`src/rtl/sflag_pkg.sv`:
```
package sflag_pkg;
  localparam int WORD_W = 32;

  typedef enum logic [1:0] {
    OPC_ADD    = 2'd0,
    OPC_SUB    = 2'd1,
    OPC_LOGIC  = 2'd2,
    OPC_LOGIC2 = 2'd3
  } opc_e;

  // read-port bit positions
  localparam int RD_C = 0;
  localparam int RD_P = 1;
  localparam int RD_A = 2;
  localparam int RD_Z = 3;
  localparam int RD_S = 4;
  localparam int RD_O = 5;
  localparam int RD_T = 6;
  localparam int RD_I = 7;

  function automatic int f_bits(input logic [1:0] wid);
    case (wid)
      2'd0:    return 8;
      2'd1:    return 16;
      default: return 32;
    endcase
  endfunction

  function automatic logic [WORD_W-1:0] f_mask(input logic [1:0] wid);
    case (wid)
      2'd0:    return 32'h0000_00FF;
      2'd1:    return 32'h0000_FFFF;
      default: return 32'hFFFF_FFFF;
    endcase
  endfunction

  function automatic logic f_top(input logic [WORD_W-1:0] v, input logic [1:0] wid);
    case (wid)
      2'd0:    return v[7];
      2'd1:    return v[15];
      default: return v[31];
    endcase
  endfunction

  function automatic logic f_even8(input logic [WORD_W-1:0] v);
    return ~^v[7:0];
  endfunction

  function automatic logic f_ovf(input logic sub, input logic sa, input logic sb, input logic sr);
    if (sub) return (sa != sb) && (sr != sa);
    else     return (sa == sb) && (sr != sa);
  endfunction
endpackage

```
`src/rtl/sflag_adder.sv`:
```
module sflag_adder
  import sflag_pkg::*;
(
  input  logic [WORD_W-1:0] a,
  input  logic [WORD_W-1:0] b,
  input  logic              sub,
  input  logic [1:0]        wid,
  output logic [WORD_W-1:0] sum,
  output logic              cout
);
  logic [WORD_W-1:0] mask;
  logic [WORD_W-1:0] am, bm;
  logic [WORD_W:0]   wide_add;
  logic [WORD_W-1:0] diff;

  always_comb begin
    mask     = f_mask(wid);
    am       = a & mask;
    bm       = b & mask;
    wide_add = {1'b0, am} + {1'b0, bm};
    diff     = am - bm;
    if (sub) begin
      sum  = diff & mask;
      cout = (am < bm);
    end else begin
      sum  = wide_add[WORD_W-1:0] & mask;
      cout = wide_add[f_bits(wid)];
    end
  end
endmodule

```
`src/rtl/sflag_calc.sv`:
```
module sflag_calc
  import sflag_pkg::*;
(
  input  logic [WORD_W-1:0] a,
  input  logic [WORD_W-1:0] b,
  input  logic [WORD_W-1:0] res,
  input  logic              cin,
  input  logic [1:0]        opc,
  input  logic [1:0]        wid,
  output logic              cf,
  output logic              pf,
  output logic              af,
  output logic              zf,
  output logic              sf,
  output logic              of
);
  logic              is_logic;
  logic [WORD_W-1:0] rm;
  logic [WORD_W-1:0] mix;

  always_comb begin
    is_logic = opc[1];
    rm       = res & f_mask(wid);
    mix      = a ^ b ^ res;
    pf       = f_even8(rm);
    zf       = (rm == '0);
    sf       = f_top(rm, wid);
    cf       = is_logic ? 1'b0 : cin;
    af       = is_logic ? 1'b0 : mix[4];
    of       = is_logic ? 1'b0 :
               f_ovf(opc == OPC_SUB, f_top(a, wid), f_top(b, wid), f_top(rm, wid));
  end
endmodule

```
`src/rtl/sflag_ctrl.sv`:
```
module sflag_ctrl (
  input  logic clk,
  input  logic rst_n,
  input  logic set_i,
  input  logic clr_i,
  output logic bit_q
);
  always_ff @(posedge clk or negedge rst_n) begin
    if (!rst_n)     bit_q <= 1'b0;
    else if (clr_i) bit_q <= 1'b0;
    else if (set_i) bit_q <= 1'b1;
  end
endmodule

```
`src/rtl/status_flag_gen.sv`:
```
module status_flag_gen
  import sflag_pkg::*;
#(
  parameter int NFLAGS = 6,
  parameter int RD_W   = 8
) (
  input  logic              clk,
  input  logic              rst_n,
  input  logic [WORD_W-1:0] op_a,
  input  logic [WORD_W-1:0] op_b,
  input  logic [WORD_W-1:0] res_in,
  input  logic              carry_in,
  input  logic              use_int_adder,
  input  logic [1:0]        op_class,
  input  logic [1:0]        width_sel,
  input  logic              flag_we,
  input  logic              ien_set,
  input  logic              ien_clr,
  input  logic              trap_set,
  input  logic              trap_clr,
  input  logic              irq_req,
  input  logic              instr_done,
  output logic              flag_cf,
  output logic              flag_pf,
  output logic              flag_af,
  output logic              flag_zf,
  output logic              flag_sf,
  output logic              flag_of,
  output logic [RD_W-1:0]   flags_rd,
  output logic              irq_take,
  output logic              trap_req
);
  // named internal events
  logic [WORD_W-1:0] ev_int_sum;
  logic              ev_int_cout;
  logic              ev_pick_int;
  logic [WORD_W-1:0] ev_result;
  logic              ev_carry;
  logic              ien_q, trap_q;
  logic [NFLAGS-1:0] arith_now, arith_q;

  sflag_adder u_add (
    .a(op_a), .b(op_b), .sub(op_class == OPC_SUB), .wid(width_sel),
    .sum(ev_int_sum), .cout(ev_int_cout)
  );

  assign ev_pick_int = use_int_adder && !op_class[1];
  assign ev_result   = ev_pick_int ? ev_int_sum  : res_in;
  assign ev_carry    = ev_pick_int ? ev_int_cout : carry_in;

  sflag_calc u_calc (
    .a(op_a), .b(op_b), .res(ev_result), .cin(ev_carry),
    .opc(op_class), .wid(width_sel),
    .cf(flag_cf), .pf(flag_pf), .af(flag_af),
    .zf(flag_zf), .sf(flag_sf), .of(flag_of)
  );

  sflag_ctrl u_ien  (.clk(clk), .rst_n(rst_n), .set_i(ien_set),  .clr_i(ien_clr),  .bit_q(ien_q));
  sflag_ctrl u_trap (.clk(clk), .rst_n(rst_n), .set_i(trap_set), .clr_i(trap_clr), .bit_q(trap_q));

  assign arith_now = {flag_of, flag_sf, flag_zf, flag_af, flag_pf, flag_cf};

  always_ff @(posedge clk or negedge rst_n) begin
    if (!rst_n)       arith_q <= '0;
    else if (flag_we) arith_q <= arith_now;
  end

  always_comb begin
    flags_rd               = '0;
    flags_rd[NFLAGS-1:0]   = arith_q;
    flags_rd[RD_T]         = trap_q;
    flags_rd[RD_I]         = ien_q;
  end

  assign irq_take = irq_req && ien_q;
  assign trap_req = instr_done && trap_q;
endmodule

```
`config.mk`:
```
export PLATFORM = sky130hd
export DESIGN_NAME = status_flag_gen
export DESIGN_NICKNAME = d
export VERILOG_FILES = /design/src/rtl/sflag_pkg.sv /design/src/rtl/sflag_adder.sv /design/src/rtl/sflag_calc.sv /design/src/rtl/sflag_ctrl.sv /design/src/rtl/status_flag_gen.sv
export SDC_FILE = /design/constraint.sdc
export NUM_CORES = 1
export LEC_CHECK = 0
export BUFFER_PORTS_ARGS = -buffer_cell sky130_fd_sc_hd__clkbuf_2
export CAP_MARGIN = 20
export CORE_MARGIN = 1
export CORE_UTILIZATION = 30
export DETAILED_ROUTE_END_ITERATION = 16
export PLACE_DENSITY_LB_ADDON = 0.3
export SYNTH_ARGS = -nofsm -noshare
export SYNTH_HDL_FRONTEND = slang
export SYNTH_SLANG_ARGS = --single-unit
```
`constraint.sdc`:
```
create_clock -name clk -period 9.7 [get_ports clk]
set_clock_uncertainty 0.1 [all_clocks]
set_input_delay 1.455 -clock clk [delete_from_list [all_inputs] [get_ports clk]]
set_output_delay 1.455 -clock clk [all_outputs]
set_load 0.005 [all_outputs]
```
# After elaboration in Yosys (flattened, before gate mapping)
# Index checks and enable logic that the tools add are counted.
totals:
  regBits: 8
  in_bits: 111
  out_inout_bits: 16
  word_cells: 51
op_classes:
  n_addsub: 2
  order_cmp: 2
  eq_ne: 5
  n_mux: 21
  bitwise: 7
  n_reduce_logical: 11
op_table:
  columns: ["cell", "count"]
  rows:
  - ["$and 32x32->32", 5]
  - ["$mux 32", 3]
  - ["$pmux 32 s2", 1]
  - ["$add 32x32->33", 1]
  - ["$logic_not 32->1", 1]
  - ["$lt 32x32->1", 1]
  - ["$lt 32x8->1 const B", 1]
  - ["$sub 32x32->32", 1]
  - ["$mux 1", 12]
  - ["$pmux 6 s2", 1]
  - ["$xor 5x5->5", 2]
  - ["$reduce_xnor 8->1", 1]
  - ["$bmux 1 s6", 1]
  - ["$pmux 1 s2", 3]
  - ["$logic_and 1x1->1", 5]
  - ["$eq 2x1->1 const B", 2]
  - ["$reduce_bool 2->1", 2]
  - ["$logic_not 2->1", 1]
  - ["$ne 1x1->1", 2]
  - ["$eq 1x1->1", 1]
  - ["$logic_not 1->1", 1]

# Depth between registers and ports, before layout
logic_depth:
  word_depth: 13
  mapped_depth: 18
  mapped_depth_nobuf: 17

# By module
# Synthesis repeated with hierarchy kept, for this count alone.
unflattened:
  hier_cells: 747
  area_unflattened_um2: 5351.4
modules_own_cells:
  columns: ["mod", "n_inst", "cells_each", "area_each_um2", "seq_area_each_um2"]
  rows:
  - ["sflag_adder", 1, 642, 4145.2, 0.0]
  - ["status_flag_gen", 1, 56, 825.8, 150.1]
  - ["sflag_calc", 1, 45, 310.3, 0.0]
  - ["sflag_ctrl", 2, 2, 35.0, 25.0]

# Least setup slack after synthesis
# OpenSTA, ideal clock, no wires.
synth_path:
  path_type: "input to output"
  startpoint: "input port width_sel[0]"
  endpoint: "output port flag_zf"
  t_arrival_ps: 4957
  required_ps: 8145
  path_slack_ps: 3188
  stages: 17
  path_buffers: 4
  cell_sequence: "clkbuf_1 > or2_2 > clkbuf_1 > clkbuf_1 > and2_1 > ha_1 > buf_2 > a211oi_1 > a2bb2oi_1 > a21oi_1 > o31ai_1 > a31oi_1 > nor2_1 > a2111o_1 > a2111oi_2 > a31oi_1 > nor4_2"
synth_between:
  elab_chain_len: 9
  word_cells_on_any_way: 13
  classes_between: "2 x add/sub; 1 x eq/ne; 3 x mux; 5 x bitwise; 2 x reduce/logical"
synth_lines:
  columns: ["item", "line_no", "text"]
  rows:
  - ["start, declared", "status_flag_gen.sv:15", "input logic [1:0] width_sel,"]
  - ["$eq 2x1->1 / $logic_not 2->1 (equally long branches)", "sflag_pkg.sv:30", "case (wid)"]
  - ["$pmux 32 s2 *", "sflag_pkg.sv:30", null]
  - ["$and 32x32->32, on equally long branches", "sflag_adder.sv:18, sflag_adder.sv:19", null]
  - ["$add 32x32->33 / $sub 32x32->32 (equally long branches)", "sflag_adder.sv:20, sflag_adder.sv:21", null]
  - ["$and 32x32->32, on equally long branches", "sflag_adder.sv:26, sflag_adder.sv:23", null]
  - ["$mux 32", "sflag_adder.sv:22", "if (sub) begin"]
  - ["$mux 32", "status_flag_gen.sv:48", "assign ev_result = ev_pick_int ? ev_int_sum : res_in;"]
  - ["$and 32x32->32 *", "sflag_calc.sv:23", "rm = res & f_mask(wid);"]
  - ["$logic_not 32->1 *", "sflag_calc.sv:26", "zf = (rm == '0);"]
  - ["end, declared", "status_flag_gen.sv:26", "output logic flag_zf,"]
# Every way passes the cells marked *; elsewhere a longest branch is shown, timed or not.

# Final worst setup path
layout_path:
  startpoint: "input port width_sel[1]"
  endpoint: "output port flag_zf"
# The elaborated chain is that of the path after synthesis.

==> results.json <==
{
  "num_io_pins": 127,
  "muxShareOfSynthArea": 0.0284,
  "dieArea_um2": 18000,
  "antenna_found_initial": 0,
  "clock_latency_ps": 230,
  "core_um2": 16800,
  "postRouteAntennaNets": 0,
  "vias_per_cell": 5.63,
  "synth_top_family_by_area": "compound AO/OA/AOI/OAI gates",
  "drc": 0,
  "final_cell_mix": "clkbuf_2 (126), a21oi_1 (82), nor2_1 (75)",
  "grt_max_degree": 46,
  "stdcell_count": 1093,
  "synthFlopType": "dfrtp_1",
  "gp_congestion": 0.924,
  "start_util": 0.312,
  "cts_resized": 0,
  "dp_slack_ps": 2020,
  "synthArstFlopShare": 1.00,
  "grt-ovfl-total": 0,
  "post_cts_buffers": 0,
  "post-dp-hpwl_mm": 15.3,
  "slew_viol_final": 0,
  "worst-path-max-fanout": 45,
  "first_global_vias": 6026,
  "clk_pin_slew_ps": 40,
  "hold_path.class": "reg -> reg",
  "tritoncts": "yes",
  "rsz0062_at_grt": "no",
  "tns_ps": 0,
  "arrival_ps": 6160,
  "ys_seq_elements": 8,
  "avgRoutedWirePerCell_um": 17.3,
  "synth_nets": 970,
  "clk_path_buf_depth": 2,
  "startpoint_type": "input port",
  "dieHeight_um": 134,
  "slew_headroom": 0.299,
  "finalHoldViolCount": 0,
  "grt_pass1_wl_mm": 31.1,
  "fin_nets": 1056,
  "grt_usage": 0.211,
  "synth_area_um2": 5240,
  "fin_crit_sh": 0.796,
  "setup_viol": 0,
  "ys_seq_area_frac": 0.0382,
  "tightest_slew_ps": 1050,
  "p_per_area_nw_per_um2": 78.7,
  "yosysWarnings": 0,
  "cp.required_ps": 8150,
  "min_period_ps": 7720,
  "rows": 47,
  "numPortBuffers": 126,
  "drv_cap": 0,
  "synth_xor_area_frac": 0.0501,
  "placed_cells": 1090,
  "outcome": "completed",
  "syn_inst": 789,
  "peakVddDrop_uv": 82.3,
  "drt_first_pass_iters": 5,
  "synth-edff-count": 0,
  "p_total_uw": 474,
  "worstSetupEndpointType": "output port",
  "yosys.cell_types.count": 80,
  "drtIter0Drc": 479,
  "synth_compound_area_frac": 0.358,
  "synth_fa_ha_area_frac": 0.170,
  "cts_buffers": 3,
  "clock.fmax_mhz": 130,
  "place_area_um2": 5950,
  "syn_to_final_growth_pct": 15.0,
  "stdcell_area_um2": 6030,
  "htree_levels": 1,
  "routed_wl_mm": 18.9,
  "vias": 6152,
  "layout_commonest_cell": "clkbuf_2",
  "fillerInstances": 1898,
  "layout_setup_ws_ps": 1980,
  "worstSetupPathType": "in -> out",
  "cts.sinks": 8,
  "yosys.area_share.simple": 0.269,
  "cellLeakagePower_nw": 2.83,
  "ctsHoldBuffers": 0,
  "die_x_um": 134,
  "diodes": 0,
  "syn_area_per_cell_um2": 6.64,
  "drive_above_1_share": 0.195,
  "root_buffer": "clkbuf_16"
}
## area by class of cell
type | count | area [um^2] | share of cell area
timing repair buffer | 129 | 653 | 0.108
multi-input combinational | 670 | 4590 | 0.761
clock buffer | 3 | 75.1 | 0.0125
inverter | 63 | 236 | 0.0392
sequential | 8 | 200 | 0.0332
tap | 220 | 275 | 0.0457
## critical path, cell delays in order
cell,delay (ps)
clkbuf_2,480
or2_2,620
and2_1,230
ha_1,480
a21oi_1,360
o21ai_0,170
a21oi_1,140
o31ai_1,150
a31oi_1,420
nor2_1,100
a2111o_1,430
a2111oi_2,390
a31oi_1,150
nor4_2,400
clkbuf_2,190
## registers in the layout (all words and copies together) (netlist names)
| name | flops |
|---|---|
| arith_q | 6 |
| u_trap.bit_q | 1 |
| u_ien.bit_q | 1 |
## cells in the mapped netlist (4+ instances only)
cell type,instances,area [um^2]
a21oi_1,82,410
nor2_1,75,282
nand2_1,72,270
ha_1,68,851
inv_1,60,225
o21ai_0,42,210
clkbuf_1,32,120
and2_1,31,194
xnor2_1,25,219
nand3_1,20,100
nor3_1,18,90.1
o211ai_1,16,120
a211oi_1,14,105
o31ai_1,14,105
a21o_1,12,90.1
nor2b_1,12,75.1
nand2b_1,11,68.8
nor4_1,10,62.6
or3_1,10,62.6
a31oi_1,9,56.3
dfrtp_1,8,200
o21a_1,8,60.1
mux2_2,7,78.8
mux2i_1,7,70.1
buf_1,6,22.5
o2111ai_1,6,52.6
o22ai_1,6,37.5
nand4_1,5,31.3
or4_1,5,37.5
xor2_1,5,43.8
buf_2,4,20.0
o21bai_1,4,30.0
## logic make-up (layout without fill, tap and decap cells)
family | count (synthesis) | in the layout
fa+ha+maj | 70 | 70
xor+xnor | 30 | 30
compound gates | 270 | 270
simple gates | 286 | 286
buf+inv | 111 | 195
mux | 14 | 14
flops | 8 | 8
## metal layers
layer,routed length [um],vias up,track usage
met2,8210,288,0.336
met4,419,0,0.0518
li1,-,3021,-
met1,8790,2808,0.295
met5,0,-,0
met3,1460,35,0.0340
## metrics by stage
step,hold WS [ps],util
2_1_floorplan,373,-
3_3_place_gp,400,0.354
3_5_place_dp,400,0.354
4_1_cts,413,0.359
5_1_grt,427,0.359
6_report,407,0.359
## report_power, final
group | switching, mW | leakage, nW | total (mW) | internal, mW
Combinational | 0.222 | 2.69 | 0.363 | 0.141
Clock | 0.0167 | 0.0370 | 0.0699 | 0.0532
Sequential | 0.00274 | 0.102 | 0.0414 | 0.0386
Total | 0.241 | 2.83 | 0.474 | 0.233
## worst paths after layout
kind / from / end / slack (ps) / cells after the start
worst min register to register: arith_q[4]$_DFFE_PN0P_ / arith_q[4]$_DFFE_PN0P_ / 410 / 1
worst max register to register: arith_q[3]$_DFFE_PN0P_ / arith_q[3]$_DFFE_PN0P_ / 8840 / 1
max in group asynchronous: rst_n / arith_q[2]$_DFFE_PN0P_ / 8370 / 1
min in group asynchronous: rst_n / arith_q[1]$_DFFE_PN0P_ / 960 / 1
worst max-delay path: width_sel[1] / flag_zf / 1980 / 15
worst min-delay path: arith_q[4]$_DFFE_PN0P_ / arith_q[4]$_DFFE_PN0P_ / 410 / 1
Power figures use the tool's default switching activity.
